File: config.mk
export PLATFORM = sky130hd
export DESIGN_NAME = altdec_top
export DESIGN_NICKNAME = d
export VERILOG_FILES = /design/src/rtl/altdec_pkg.sv /design/src/rtl/altdec_opcode.sv /design/src/rtl/altdec_head.sv /design/src/rtl/altdec_top.sv
export SDC_FILE = /design/constraint.sdc
export NUM_CORES = 1
export LEC_CHECK = 0
export BUFFER_PORTS_ARGS = -buffer_cell sky130_fd_sc_hd__buf_2
export CAP_MARGIN = 25
export CELL_PAD_IN_SITES_DETAIL_PLACEMENT = 1
export CELL_PAD_IN_SITES_GLOBAL_PLACEMENT = 2
export CORE_MARGIN = 3
export CORE_UTILIZATION = 36
export CTS_BUF_LIST = sky130_fd_sc_hd__clkbuf_4 sky130_fd_sc_hd__clkbuf_8
export CTS_CLUSTER_SIZE = 8
export DETAILED_ROUTE_END_ITERATION = 6
export PLACE_DENSITY_LB_ADDON = 0.15
export SYNTH_ARGS = -nofsm -noshare
export SYNTH_HDL_FRONTEND = slang
export SYNTH_SLANG_ARGS = --single-unit
File: constraint.sdc
create_clock -name clk -period 2.7 [get_ports clk]
set_input_delay 0.27 -clock clk [delete_from_list [all_inputs] [get_ports clk]]
set_output_delay 0.27 -clock clk [all_outputs]
set_load 0.03 [all_outputs]
File: src/rtl/altdec_pkg.sv
package altdec_pkg;
    localparam int HW_W   = 16;
    localparam int FLD_W  = 3;
    localparam int OP_W   = 5;
    localparam int SRC_W  = 2 * FLD_W;
    localparam int DISP_W = 2 * HW_W - 1 - 2 * FLD_W;

    typedef enum logic [1:0] {
        CLS_RR   = 2'd0,
        CLS_MEM  = 2'd1,
        CLS_SPAD = 2'd2,
        CLS_OPER = 2'd3
    } cls_e;

    typedef enum logic [1:0] {
        FORM_REG     = 2'd0,
        FORM_SHORT   = 2'd1,
        FORM_IDX_EXT = 2'd2,
        FORM_OTH_EXT = 2'd3
    } form_e;

    typedef enum logic [3:0] {
        OP_SWAP  = 4'd0,
        OP_CMP   = 4'd1,
        OP_LOAD  = 4'd2,
        OP_STORE = 4'd3,
        OP_ADD   = 4'd4,
        OP_SUB   = 4'd5,
        OP_MUL   = 4'd6,
        OP_DIV   = 4'd7,
        OP_UCMP  = 4'd8,
        OP_XOR   = 4'd9,
        OP_AND   = 4'd10,
        OP_OR    = 4'd11,
        OP_MULX  = 4'd12,
        OP_DIVX  = 4'd13,
        OP_NONE  = 4'd15
    } op_e;

    typedef enum logic [2:0] {
        DT_BYTE   = 3'd0,
        DT_HALF   = 3'd1,
        DT_WORD   = 3'd2,
        DT_LONG   = 3'd3,
        DT_MEDIUM = 3'd4,
        DT_FLOAT  = 3'd5,
        DT_DOUBLE = 3'd6,
        DT_QUAD   = 3'd7
    } dtype_e;

    typedef struct packed {
        cls_e                cls;
        form_e               form;
        op_e                 op;
        dtype_e              dtype;
        logic [FLD_W-1:0]    dst;
        logic [SRC_W-1:0]    src;
        logic [FLD_W-1:0]    base;
        logic [FLD_W-1:0]    index;
        logic [DISP_W-1:0]   disp;
        logic                illegal;
    } dec_rec_t;
endpackage

File: src/rtl/altdec_opcode.sv
module altdec_opcode
    import altdec_pkg::*;
(
    input  logic [OP_W-1:0] code,
    input  logic            ls4,
    output op_e             op,
    output dtype_e          dtype,
    output logic            bad
);
    localparam int GRP_W = 2;
    localparam int LOW_W = OP_W - GRP_W;

    always_comb begin
        op    = OP_NONE;
        dtype = DT_WORD;
        bad   = 1'b0;
        if (ls4) begin
            // 4-bit load/store code lives in the upper bits, lowest bit reserved
            op    = code[1] ? OP_STORE : OP_LOAD;
            dtype = dtype_e'(code[OP_W-1 -: 3]);
            bad   = code[0];
        end else begin
            unique case (code[OP_W-1 -: GRP_W])
                2'b00: begin
                    dtype = DT_WORD;
                    op    = op_e'({1'b0, code[LOW_W-1:0]});
                end
                2'b01: begin
                    dtype = DT_WORD;
                    unique case (code[LOW_W-1:0])
                        3'd1:    op = OP_UCMP;
                        3'd3:    op = OP_XOR;
                        3'd4:    op = OP_AND;
                        3'd5:    op = OP_OR;
                        3'd6:    op = OP_MULX;
                        3'd7:    op = OP_DIVX;
                        default: bad = 1'b1;
                    endcase
                end
                2'b10: begin
                    dtype = DT_FLOAT;
                    op    = op_e'({1'b0, code[LOW_W-1:0]});
                end
                default: begin
                    dtype = DT_DOUBLE;
                    op    = op_e'({1'b0, code[LOW_W-1:0]});
                end
            endcase
        end
    end
endmodule

File: src/rtl/altdec_head.sv
module altdec_head
    import altdec_pkg::*;
#(
    parameter int PFX_LSB = 14,
    parameter int OP_LSB  = 9,
    parameter int FA_LSB  = 6,
    parameter int FB_LSB  = 3,
    parameter int FC_LSB  = 0
) (
    input  logic [HW_W-1:0] hw,
    input  logic            semi,
    output dec_rec_t        rec,
    output logic            needs_ext
);
    logic [1:0]       pfx;
    logic [OP_W-1:0]  code;
    logic [FLD_W-1:0] fa, fb, fc;
    logic [SRC_W-1:0] src_wide;
    logic             ls4;
    op_e              dec_op;
    dtype_e           dec_dt;
    logic             dec_bad;

    assign pfx      = hw[PFX_LSB +: 2];
    assign code     = hw[OP_LSB +: OP_W];
    assign fa       = hw[FA_LSB +: FLD_W];
    assign fb       = hw[FB_LSB +: FLD_W];
    assign fc       = hw[FC_LSB +: FLD_W];
    assign src_wide = hw[FC_LSB +: SRC_W];
    assign ls4      = semi && (pfx == CLS_MEM);

    altdec_opcode u_opcode (
        .code  (code),
        .ls4   (ls4),
        .op    (dec_op),
        .dtype (dec_dt),
        .bad   (dec_bad)
    );

    always_comb begin
        rec         = '0;
        rec.cls     = cls_e'(pfx);
        rec.form    = FORM_REG;
        rec.op      = dec_op;
        rec.dtype   = dec_dt;
        rec.illegal = dec_bad;
        needs_ext   = 1'b0;
        unique case (pfx)
            2'd0: begin
                rec.dst = fa;
                rec.src = {{FLD_W{1'b0}}, fb};
            end
            2'd1: begin
                rec.form  = FORM_SHORT;
                rec.dst   = fa;
                rec.disp  = DISP_W'(fb);
                rec.base  = fc;
                needs_ext = (fc == '0);
            end
            2'd2: begin
                rec.dst = fa;
                rec.src = src_wide;
                if (semi && fa[FLD_W-1]) rec.illegal = 1'b1;
            end
            default: begin
                rec.form    = FORM_SHORT;
                rec.op      = OP_NONE;
                rec.dtype   = DT_WORD;
                rec.dst     = fb;
                rec.index   = fa;
                rec.base    = fc;
                needs_ext   = (fc == '0);
                rec.illegal = (fc == '0) && (fa != '0);
            end
        endcase
    end
endmodule

File: src/rtl/altdec_top.sv
module altdec_top
    import altdec_pkg::*;
#(
    parameter int PFX_LSB = 14,
    parameter int OP_LSB  = 9,
    parameter int FA_LSB  = 6,
    parameter int FB_LSB  = 3,
    parameter int FC_LSB  = 0
) (
    input  logic              clk,
    input  logic              rst,
    input  logic              semi_mode,
    input  logic              in_valid,
    input  logic [HW_W-1:0]   in_hw,
    output logic              in_ready,
    output logic              out_valid,
    input  logic              out_ready,
    output logic [1:0]        out_cls,
    output logic [1:0]        out_form,
    output logic [3:0]        out_op,
    output logic [2:0]        out_dtype,
    output logic [FLD_W-1:0]  out_dst,
    output logic [SRC_W-1:0]  out_src,
    output logic [FLD_W-1:0]  out_base,
    output logic [FLD_W-1:0]  out_index,
    output logic [DISP_W-1:0] out_disp,
    output logic              out_illegal
);
    localparam int EXT_TAG = HW_W - 1;
    localparam int XI_LSB  = EXT_TAG - FLD_W;
    localparam int XB_LSB  = XI_LSB - FLD_W;
    localparam int XD_HI_W = XB_LSB;

    typedef enum logic [1:0] {
        S_IDLE = 2'd0,
        S_EXT1 = 2'd1,
        S_EXT2 = 2'd2
    } state_e;

    state_e            state_q, state_d;
    dec_rec_t          head_c, head_q, ext_c, rec_q;
    logic              needs_ext;
    logic [HW_W-1:0]   ext1_q;
    logic              in_fire, emit_short, emit_ext;

    altdec_head #(
        .PFX_LSB (PFX_LSB),
        .OP_LSB  (OP_LSB),
        .FA_LSB  (FA_LSB),
        .FB_LSB  (FB_LSB),
        .FC_LSB  (FC_LSB)
    ) u_head (
        .hw        (in_hw),
        .semi      (semi_mode),
        .rec       (head_c),
        .needs_ext (needs_ext)
    );

    assign in_ready   = !out_valid || out_ready;
    assign in_fire    = in_valid && in_ready;
    assign emit_short = (state_q == S_IDLE) && in_fire && !needs_ext;
    assign emit_ext   = (state_q == S_EXT2) && in_fire;

    // Merge the stored head with the two extension halfwords
    always_comb begin
        ext_c = head_q;
        if (ext1_q[EXT_TAG]) begin
            ext_c.form  = FORM_OTH_EXT;
            ext_c.index = '0;
            ext_c.base  = '0;
            ext_c.disp  = '0;
        end else begin
            ext_c.form  = FORM_IDX_EXT;
            ext_c.index = ext1_q[XI_LSB +: FLD_W];
            ext_c.base  = ext1_q[XB_LSB +: FLD_W];
            ext_c.disp  = {ext1_q[XD_HI_W-1:0], in_hw};
        end
    end

    always_comb begin
        state_d = state_q;
        unique case (state_q)
            S_IDLE:  if (in_fire && needs_ext) state_d = S_EXT1;
            S_EXT1:  if (in_fire) state_d = S_EXT2;
            S_EXT2:  if (in_fire) state_d = S_IDLE;
            default: state_d = S_IDLE;
        endcase
    end

    always_ff @(posedge clk) begin
        if (rst) state_q <= S_IDLE;
        else     state_q <= state_d;
    end

    always_ff @(posedge clk) begin
        if (rst) begin
            out_valid <= 1'b0;
            rec_q     <= '0;
            head_q    <= '0;
            ext1_q    <= '0;
        end else begin
            if (state_q == S_IDLE && in_fire && needs_ext) head_q <= head_c;
            if (state_q == S_EXT1 && in_fire) ext1_q <= in_hw;
            if (emit_short) begin
                rec_q     <= head_c;
                out_valid <= 1'b1;
            end else if (emit_ext) begin
                rec_q     <= ext_c;
                out_valid <= 1'b1;
            end else if (out_ready) begin
                out_valid <= 1'b0;
            end
        end
    end

    assign out_cls     = rec_q.cls;
    assign out_form    = rec_q.form;
    assign out_op      = rec_q.op;
    assign out_dtype   = rec_q.dtype;
    assign out_dst     = rec_q.dst;
    assign out_src     = rec_q.src;
    assign out_base    = rec_q.base;
    assign out_index   = rec_q.index;
    assign out_disp    = rec_q.disp;
    assign out_illegal = rec_q.illegal;

    assert_reset_idle_R1: assert property (@(posedge clk) disable iff (rst)
        $fell(rst) |-> (!out_valid && state_q == S_IDLE));

    assert_hold_R13: assert property (@(posedge clk) disable iff (rst)
        (out_valid && !out_ready) |=> (out_valid && $stable(rec_q)));

    assert_ext_emit_R4: assert property (@(posedge clk) disable iff (rst)
        (state_q == S_EXT2 && in_fire) |=>
            (out_valid && (out_form == FORM_IDX_EXT || out_form == FORM_OTH_EXT)));

    assert_ext_order_R4: assert property (@(posedge clk) disable iff (rst)
        (state_q == S_EXT2) |-> ($past(state_q) != S_IDLE));

    assert_other_zero_R6: assert property (@(posedge clk) disable iff (rst)
        (out_valid && out_form == FORM_OTH_EXT) |->
            (out_index == '0 && out_base == '0 && out_disp == '0));
endmodule

==> flow_metrics.env, run 1 <==
export IMPL_grt_pass1_vias=3341
export IMPL_status="finished clean"
export IMPL_cts_hold_buf=0
export IMPL_period_minus_slack_ns=2.09
export IMPL_tightest_slew_ns=0.872
export IMPL_clock_latency_ns=0.36
export IMPL_clk_pin_slew_ns=0.09
export IMPL_clockRootBuffer="clkbuf_8"
export IMPL_antenna_cells=0
export IMPL_cp_buffers_inverters=2
export IMPL_first_pass_iters=5
export IMPL_instances_no_fill=617
export IMPL_cts_sinks=90
export IMPL_worstSetupPathType="reg -> reg"
export IMPL_synth_nets=431
export IMPL_hold_class="in -> reg"
export IMPL_drive_above_1_share=0.246
export IMPL_dieHeight_um=107
export IMPL_cts_buffers=9
export IMPL_hold_violations=0
export IMPL_slowest_delay_ns=0.65
export IMPL_drt_wl_total_um=11100
export IMPL_combPwrFrac=0.128
export IMPL_core_area_sq_um=9820
export IMPL_synth_xor_area_frac=0
export IMPL_cts_tree="yes"
export IMPL_finalSetupTns_ns=0
export IMPL_synth_area_sq_um=3650
export IMPL_synth_top_family_by_area="compound AO/OA/AOI/OAI gates"
export IMPL_synth_compound_area_frac=0.222
export IMPL_die_x_um=107
export IMPL_vias_per_cell=5.34
export IMPL_crit_path_end_kind="flip-flop"
export IMPL_route_detailed_drc=0
export IMPL_grt_start_max_net_pins=36
export IMPL_seq_power_share=0.520
export IMPL_overflow=0
export IMPL_grt_pass1_wl_um=18600
export IMPL_p_int_mw=1.93
export IMPL_drtIter0Drc=116
export IMPL_seq_area_frac_synth=0.493
export IMPL_clockPowerShare=0.352
export IMPL_postRouteAntennaNets=0
export IMPL_period_share=0.776
export IMPL_fmax_mhz=478
export IMPL_grt_usage=0.208
export IMPL_core_rowCount=36
export IMPL_peakVddDrop_v=0.000205
export IMPL_dpl_cell_count=602
export IMPL_ys_async_sr_fraction=0
export IMPL_rsz0062_at_grt="no"
export IMPL_cts_setup_buffers=0
export IMPL_fin_ws_ns=0.606
export IMPL_skew_ns=0.00737
export IMPL_start_kind="flip-flop"
export IMPL_cp_max_fo=14
export IMPL_syn_inst=410
export IMPL_initial_core_util=0.372
export IMPL_port_buffers=74
export IMPL_avgRoutedWirePerCell_um=18.1
export IMPL_cp_arrival_ns=2.38
export IMPL_drv_cap=0
export IMPL_yosysUniqueCellTypes=47
export IMPL_io_pins=75
export IMPL_worstPathRequired_ns=2.99
export IMPL_setup_viol=0
export IMPL_critical_path_slowest_cell="dfxtp_1"
export IMPL_ys_warn_count=0
export IMPL_synthMuxAreaShare=0.0630
export IMPL_drv_slew=0
export IMPL_cts_htree_levels=3
export IMPL_nets=501
export IMPL_p_leak_nw=1.82
export IMPL_synth_edf_count=0
export IMPL_dp_hpwl_um=7830
export IMPL_crit_family="buffers and inverters"
export IMPL_area_delta_synth_final_pct=19.7
export IMPL_switching_share=0.278
export IMPL_p_switching_mw=0.741
export IMPL_gp_congestion=0.810
export IMPL_crit_chain="clkinv_1, a211oi_2, buf_4, o221ai_1, a21oi_1"
export IMPL_via_count=3297
export IMPL_synth_seq_cells=90
export IMPL_slew_limit_headroom=0.404
export IMPL_power_density_nw_per_um2=610
export IMPL_cts_repair_resized=0
export IMPL_yosys_most_used_dff="dfxtp_1"
export IMPL_antenna_found_initial=0
export IMPL_die_area_sq_um=11400
export IMPL_clock_path_buffers=2
export IMPL_avgSynthCellArea_sq_um=8.91
export IMPL_final_util=0.445
export IMPL_synth_adder_area_share=0
export IMPL_synthSimpleGateAreaFrac=0.179
export IMPL_place_ws_ns=0.577
[worst min-delay path, delay by kind of cell]
family / cells / cell delay [ns]
and+or+nand+nor: 1 / 0.06
buffers and inverters: 1 / 0.13
AOI/OAI and AO/OA: 1 / 0.05
[power by group through the flow]
stage / logic, mW / clock network [mW] / registers, mW
floorplan: 0.146 / 0 / 1.48
finish: 0.341 / 0.939 / 1.39
CTS: 0.344 / 0.969 / 1.39
detailed placement: 0.341 / 0 / 1.42
global placement: 0.336 / 0 / 1.42
global route: 0.372 / 1.03 / 1.39
[flip-flops by register name, indices dropped and copies added, names as in the netlist]
signal       flops
ext_c           19
out_src          6
out_valid        1
out_form         2
ext1_q          16
out_base         3
out_op           4
out_index        3
out_disp        25
out_dtype        3
out_illegal      1
out_cls          2
out_dst          3
state_q          2
[cell usage in the layout, fill, tap and decap left out, types with 3 or more instances in the layout]
| master | synthesis | routed |
|---|---|---|
| mux2i_1 | 23 | 23 |
| or3_1 | 3 | 3 |
| a211oi_2 | 7 | 8 |
| a21oi_1 | 55 | 55 |
| a31oi_1 | 4 | 4 |
| buf_2 | 6 | 74 |
| a211oi_1 | 5 | 4 |
| clkbuf_8 | 0 | 10 |
| dfxtp_1 | 90 | 90 |
| nand2b_1 | 5 | 5 |
| nor2_1 | 41 | 41 |
| o221a_2 | 3 | 3 |
| nor2b_1 | 4 | 4 |
| clkinvlp_4 | 0 | 3 |
| o21ai_0 | 16 | 16 |
| nor3_1 | 4 | 4 |
| o221ai_1 | 10 | 10 |
| a311oi_1 | 3 | 3 |
| inv_1 | 5 | 5 |
| and2_1 | 10 | 10 |
| nand3_1 | 5 | 5 |
| o2bb2ai_1 | 3 | 3 |
| nand2_1 | 55 | 55 |
| buf_4 | 2 | 14 |
[cells by family after synthesis]
group                  after synthesis
AOI/OAI and AO/OA                  122
muxes                               23
DFF                                 90
and+or+nand+nor                    139
buffers and inverters               36
[layer usage]
layer	vias to the layer above	global-route usage	share of wire
li1	1591	-	-
met1	1602	0.288	0.46
met2	93	0.331	0.46
met3	11	0.0295	0.064
met4	0	0.0758	0.015
met5	-	0	0
[worst paths after layout]
check	from	to	slack, ns	cells past startpoint
max	state_q[1]	out_src[5]	0.61	5
min reg2reg	out_disp[19]	out_disp[19]	0.45	2
min	in_hw[12]	out_disp[12]	0.20	3
max reg2reg	state_q[1]	out_src[5]	0.61	5
[area by class of cell]
| cell class | count | area, sq um |
|---|---|---|
| inverters | 7 | 26.3 |
| clock inverters | 4 | 52.6 |
| well taps | 133 | 166 |
| multi-input cells | 284 | 1710 |
| clock buffers | 11 | 145 |
| fillers | 1189 | 5450 |
| flip-flops and latches | 90 | 1800 |
| repair buffers | 88 | 475 |
[through the flow]
step                total power, mW  hold slack, ns  instance area [sq um]
global placement               1.75           0.440                   4180
detailed placement             1.76           0.438                   4180
floorplan                      1.63           0.405                   3650
global route                   2.80           0.200                   4370
CTS                            2.70           0.184                   4370
finish                         2.67           0.195                   4370
[cell usage after synthesis (2+ instances only)]
cell / instances / share of area
dfxtp_1: 90 / 0.49
a21oi_1: 55 / 0.075
nand2_1: 55 / 0.057
nor2_1: 41 / 0.042
mux2i_1: 23 / 0.063
clkbuf_1: 18 / 0.018
o21ai_0: 16 / 0.022
and2_1: 10 / 0.017
o221ai_1: 10 / 0.024
a211oi_2: 7 / 0.024
buf_2: 6 / 0.0082
a211oi_1: 5 / 0.010
inv_1: 5 / 0.0051
nand2b_1: 5 / 0.0086
nand3_1: 5 / 0.0068
a31oi_1: 4 / 0.0068
nor2b_1: 4 / 0.0068
nor3_1: 4 / 0.0055
a311oi_1: 3 / 0.0072
o221a_2: 3 / 0.0092
o2bb2ai_1: 3 / 0.0072
or3_1: 3 / 0.0051
a221oi_1: 2 / 0.0048
a22oi_1: 2 / 0.0041
a2bb2oi_1: 2 / 0.0048
buf_1: 2 / 0.0021
buf_4: 2 / 0.0041
clkinv_1: 2 / 0.0021
nand3b_1: 2 / 0.0041
nor3b_1: 2 / 0.0041
nor4_1: 2 / 0.0034
o21a_1: 2 / 0.0041
Power figures use the tool's default switching activity.
==> run 2, diff against run 1 <==
--- a/config.mk
+++ b/config.mk
@@ -5,12 +5,13 @@
 export SDC_FILE = /design/constraint.sdc
 export NUM_CORES = 1
 export LEC_CHECK = 0
+export ABC_AREA = 1
 export BUFFER_PORTS_ARGS = -buffer_cell sky130_fd_sc_hd__buf_2
 export CAP_MARGIN = 25
 export CELL_PAD_IN_SITES_DETAIL_PLACEMENT = 1
 export CELL_PAD_IN_SITES_GLOBAL_PLACEMENT = 2
 export CORE_MARGIN = 3
-export CORE_UTILIZATION = 36
+export CORE_UTILIZATION = 32
 export CTS_BUF_LIST = sky130_fd_sc_hd__clkbuf_4 sky130_fd_sc_hd__clkbuf_8
 export CTS_CLUSTER_SIZE = 8
 export DETAILED_ROUTE_END_ITERATION = 6
==> constraint.sdc (replaced) <==
create_clock -name clk -period 2.2 [get_ports clk]
set_input_delay 0.22 -clock clk [delete_from_list [all_inputs] [get_ports clk]]
set_output_delay 0.22 -clock clk [all_outputs]
set_load 0.03 [all_outputs]
==> flow_metrics.env, run 2 <==
export IMPL_clockRootBuffer="clkbuf_8"
export IMPL_peakVddDrop_v=0.000261
export IMPL_area_delta_synth_final_pct=19.9
export IMPL_largest_reg_flops=25
export IMPL_drtIter0Drc=131
export IMPL_postRouteAntennaNets=0
export IMPL_final_cell_mix="nand2_1 (124), dfxtp_1 (90), buf_2 (74)"
export IMPL_avgSynthCellArea_sq_um=7.60
export IMPL_period_share=0.822
export IMPL_antenna_cells=0
export IMPL_cts_tree="yes"
export IMPL_avgRoutedWirePerCell_um=16.5
export IMPL_hold_path_startpoint="in_hw[0]"
export IMPL_synth_nets=501
export IMPL_via_count=3458
export IMPL_grt_pass1_vias=3515
export IMPL_synth_seq_cells=90
export IMPL_io_pins=75
export IMPL_p_leak_nw=1.90
export IMPL_core_area_sq_um=11000
export IMPL_start_kind="flip-flop"
export IMPL_crit_path_end_kind="flip-flop"
export IMPL_cts_sinks=90
export IMPL_reg2reg_slack_ns=0.39
export IMPL_route_detailed_drc=0
export IMPL_instances_no_fill=690
export IMPL_grt_start_max_net_pins=54
export IMPL_synth_edf_count=0
export IMPL_synth_most_common_cell="nand2_1"
export IMPL_period_minus_slack_ns=1.81
export IMPL_worstSetupPathType="reg -> reg"
export IMPL_port_buffers=74
export IMPL_synth_area_leaders="dfxtp_1 (49%), nand2_1 (13%), a21oi_1 (8.0%)"
export IMPL_synth_common_cells="nand2_1 (124), dfxtp_1 (90), a21oi_1 (58)"
export IMPL_yosys_most_used_dff="dfxtp_1"
export IMPL_worstSetupStartpoint="out_valid"
export IMPL_clock_latency_ns=0.37
export IMPL_cp_arrival_ns=2.11
export IMPL_reg2reg_depth=5
export IMPL_drv_slew=0
export IMPL_drive_above_1_share=0.229
export IMPL_power_density_nw_per_um2=786
export IMPL_vias_per_cell=5.01
export IMPL_grt_pass1_wl_um=19000
export IMPL_cp_max_fo=14
export IMPL_die_area_sq_um=12700
export IMPL_fin_ws_ns=0.391
export IMPL_drv_cap=0
export IMPL_worstPathRequired_ns=2.50
export IMPL_initial_core_util=0.332
export IMPL_cts_repair_resized=0
export IMPL_drt_wl_total_um=11400
export IMPL_die_x_um=113
export IMPL_grt_usage=0.188
export IMPL_cts_hold_buf=0
export IMPL_finalSetupTns_ns=0
export IMPL_crit_reg2reg_launch="out_valid"
export IMPL_nets=566
export IMPL_overflow=0
export IMPL_min_to="out_base[0]"
export IMPL_cts_buffers=9
export IMPL_status="finished clean"
export IMPL_gp_congestion=0.823
export IMPL_skew_ns=0.00868
export IMPL_antenna_found_initial=0
export IMPL_seq_area_frac_synth=0.494
export IMPL_ys_async_sr_fraction=0
export IMPL_slew_limit_headroom=0.570
export IMPL_rsz0062_at_grt="no"
export IMPL_cts_setup_buffers=0
export IMPL_synth_area_sq_um=3650
export IMPL_clock_path_buffers=2
export IMPL_synth_top_area_share=0.494
export IMPL_synth_area_leader_cell="dfxtp_1"
export IMPL_place_ws_ns=0.410
export IMPL_dp_hpwl_um=8120
export IMPL_dieHeight_um=113
export IMPL_final_common_cell="nand2_1"
export IMPL_tightest_slew_ns=0.645
export IMPL_ys_warn_count=0
export IMPL_syn_inst=480
export IMPL_core_rowCount=38
export IMPL_fmax_mhz=553
export IMPL_cts_htree_levels=3
export IMPL_r2r_end="out_base[2]"
export IMPL_first_pass_iters=4
export IMPL_hold_violations=0
export IMPL_hold_class="in -> reg"
export IMPL_clk_pin_slew_ns=0.09
export IMPL_setup_viol=0
export IMPL_dpl_cell_count=674
export IMPL_holdPathStages=3
export IMPL_yosysUniqueCellTypes=26
## run 2: report_power, final
part | switching (mW) | leakage [nW] | internal [mW]
clock | 0.610 | 0.120 | 0.716
sequential | 0.0263 | 0.730 | 1.67
combinational | 0.299 | 1.05 | 0.111
total | 0.936 | 1.90 | 2.50
## run 2: through the flow
stage	utilization	power (mW)	cell area, sq um	hold WS [ns]
floorplan	-	2.00	3650	0.348
global placement	0.377	2.15	4140	0.424
detailed placement	0.377	2.15	4140	0.429
CTS	0.398	3.48	4370	0.113
global route	0.398	3.60	4370	0.128
finish	0.398	3.44	4370	0.127
## run 2: worst max-delay path, stage by stage, from the launching register on
cell	delay (ns)
dfxtp_1	0.34
a21boi_2	0.29
nand3_2	0.32
nor2_1	0.51
nand2_1	0.10
a21oi_1	0.18
## run 2: final cells by class
class                   count  area, sq um
clock buffers              12          159
clock inverters             4         73.8
fillers                  1385         6610
inverters                  35          131
multi-input cells         327         1580
flip-flops and latches     90         1800
well taps                 140          175
repair buffers             82          455
## run 2: cells by family after synthesis
kind of cell / Yosys count / share of synthesized area
buf+inv: 63 / 0.0758
compound gates: 140 / 0.217
simple gates: 187 / 0.213
flops: 90 / 0.494
## run 2: how the worst max path moves through the flow
stage	cells after the start	slack, ns	endpoint
final	5	0.39	out_base[2]
after global routing	5	0.25	out_dst[2]
after CTS	5	0.41	out_base[2]
after detailed placement	7	0.41	out_base[2]
after global placement	10	0.49	out_dtype[0]
after floorplan	8	0.57	out_disp[10]
## run 2: layer usage
layer,track usage,part of all wire,vias to the layer above
met3,0.0283,0.040,14
met4,0.0673,0.016,0
met1,0.251,0.47,1661
met5,0,0,-
li1,-,-,1716
met2,0.309,0.48,67
==> run 3, diff against run 2 <==
==> constraint.sdc (replaced) <==
create_clock -name clk -period 1.8 [get_ports clk]
set_input_delay 0.18 -clock clk [delete_from_list [all_inputs] [get_ports clk]]
set_output_delay 0.18 -clock clk [all_outputs]
set_load 0.03 [all_outputs]
==> flow_metrics.env, run 3 (synthesized netlist as in run 2, its figures left out) <==
export IMPL_power_density_nw_per_um2=922
export IMPL_crit_path_end_kind="flip-flop"
export IMPL_final_common_cell="nand2_1"
export IMPL_hold_violations=0
export IMPL_slew_limit_headroom=0.572
export IMPL_skew_ns=0.0119
export IMPL_cp_buffers_inverters=1
export IMPL_drtIter0Drc=155
export IMPL_drt_wl_total_um=11300
export IMPL_final_cell_mix="nand2_1 (124), dfxtp_1 (90), buf_2 (74)"
export IMPL_dr_wl_met2_um=5360
export IMPL_status="finished clean"
export IMPL_rsz0062_at_grt="no"
export IMPL_cp_arrival_ns=1.88
export IMPL_finalSetupTns_ns=0
export IMPL_via_count=3432
export IMPL_postRouteAntennaNets=0
export IMPL_clock_latency_ns=0.36
export IMPL_die_x_um=113
export IMPL_place_ws_ns=0.228
export IMPL_area_delta_synth_final_pct=19.9
export IMPL_dp_hpwl_um=8150
export IMPL_worstSetupPathType="reg -> reg"
export IMPL_clk_pin_slew_ns=0.10
export IMPL_avgRoutedWirePerCell_um=16.3
export IMPL_cts_repair_resized=0
export IMPL_crit_family="simple AND/OR/NAND/NOR gates"
export IMPL_port_buffers=74
export IMPL_drv_slew=0
export IMPL_cp_max_fo=13
export IMPL_drv_cap=0
export IMPL_cts_sinks=90
export IMPL_start_kind="flip-flop"
export IMPL_wl_met3_um=368
export IMPL_first_pass_iters=4
export IMPL_antenna_found_initial=0
export IMPL_grt_start_max_net_pins=54
export IMPL_route_detailed_drc=0
export IMPL_m1WireLength_um=5370
export IMPL_grt_usage=0.184
export IMPL_dieHeight_um=113
export IMPL_peakVddDrop_v=0.000473
export IMPL_drive_above_1_share=0.235
export IMPL_tightest_slew_ns=0.642
export IMPL_clockRootBuffer="clkbuf_8"
export IMPL_period_minus_slack_ns=1.58
export IMPL_setup_viol=0
export IMPL_initial_core_util=0.332
export IMPL_period_share=0.879
export IMPL_clock_path_buffers=2
export IMPL_cts_tree="yes"
export IMPL_slowest_delay_ns=0.44
export IMPL_cts_buffers=9
export IMPL_grt_pass1_wl_um=18500
export IMPL_cts_setup_buffers=0
export IMPL_die_area_sq_um=12700
export IMPL_largest_reg_flops=25
export IMPL_grt_pass1_vias=3499
export IMPL_critical_path_slowest_cell="dfxtp_1"
export IMPL_top_layer="met4"
export IMPL_cts_hold_buf=0
export IMPL_core_rowCount=38
export IMPL_vias_per_cell=4.95
export IMPL_gp_congestion=0.815
export IMPL_hold_class="in -> reg"
export IMPL_cts_htree_levels=3
export IMPL_worstPathRequired_ns=2.10
export IMPL_crit_chain="inv_1, nor2_1, nand2_2, nand2_1, o21ai_0, a21oi_1"
export IMPL_overflow=0
export IMPL_nets=570
export IMPL_fin_ws_ns=0.217
export IMPL_antenna_cells=0
export IMPL_core_area_sq_um=11000
export IMPL_io_pins=75
export IMPL_p_leak_nw=1.89
export IMPL_fmax_mhz=632
-- run 3: final cells by class --
type	count	area, sq um
tap	140	175
inverter	35	131
multi-input combinational	327	1580
sequential	90	1800
timing repair buffer	86	485
clock inverter	6	66.3
fill	1379	6610
clock buffer	10	138
-- run 3: final timing paths --
check | startpoint | end | slack (ns) | cells after the start
setup reg to reg | state_q[1] | out_base[2] | 0.22 | 6
hold reg to reg | ext_c[37] | ext_c[37] | 0.44 | 2
hold / removal | in_hw[0] | out_base[0] | 0.09 | 3
setup / recovery | state_q[1] | out_base[2] | 0.22 | 6
-- run 3: worst register-to-register path: cells and delay by family (launching register included) --
kind,cells,cell delay [ns]
and+or+nand+nor,3,0.75
DFF,1,0.44
AOI/OAI and AO/OA,2,0.28
buffers and inverters,1,0.06
-- run 3: per-stage QoR --
step | cell area (sq um) | hold slack (ns) | util | instances | total power [mW]
final | 4370 | 0.0923 | 0.398 | 694 | 4.03
after global routing | 4370 | 0.106 | 0.398 | 694 | 4.23
after CTS | 4370 | 0.0723 | 0.398 | 694 | 4.09
after detailed placement | 4170 | 0.430 | 0.380 | 678 | 2.64
after global placement | 4170 | 0.427 | 0.380 | 678 | 2.63
after floorplan | 3650 | 0.308 | - | 480 | 2.45
-- run 3: where the power goes --
group          internal [mW]  switching [mW]  total (mW)  leakage (nW)
clock                  0.680           0.767        1.45        0.0945
sequential              2.05          0.0312        2.08         0.730
combinational          0.144           0.366       0.509          1.07
-- run 3: routing by layer --
| metal | up-vias | GRT usage |
|---|---|---|
| met4 | 0 | 0.0769 |
| met1 | 1638 | 0.244 |
| met5 | - | 0 |
| met2 | 58 | 0.299 |
| met3 | 16 | 0.0267 |
| li1 | 1720 | - |
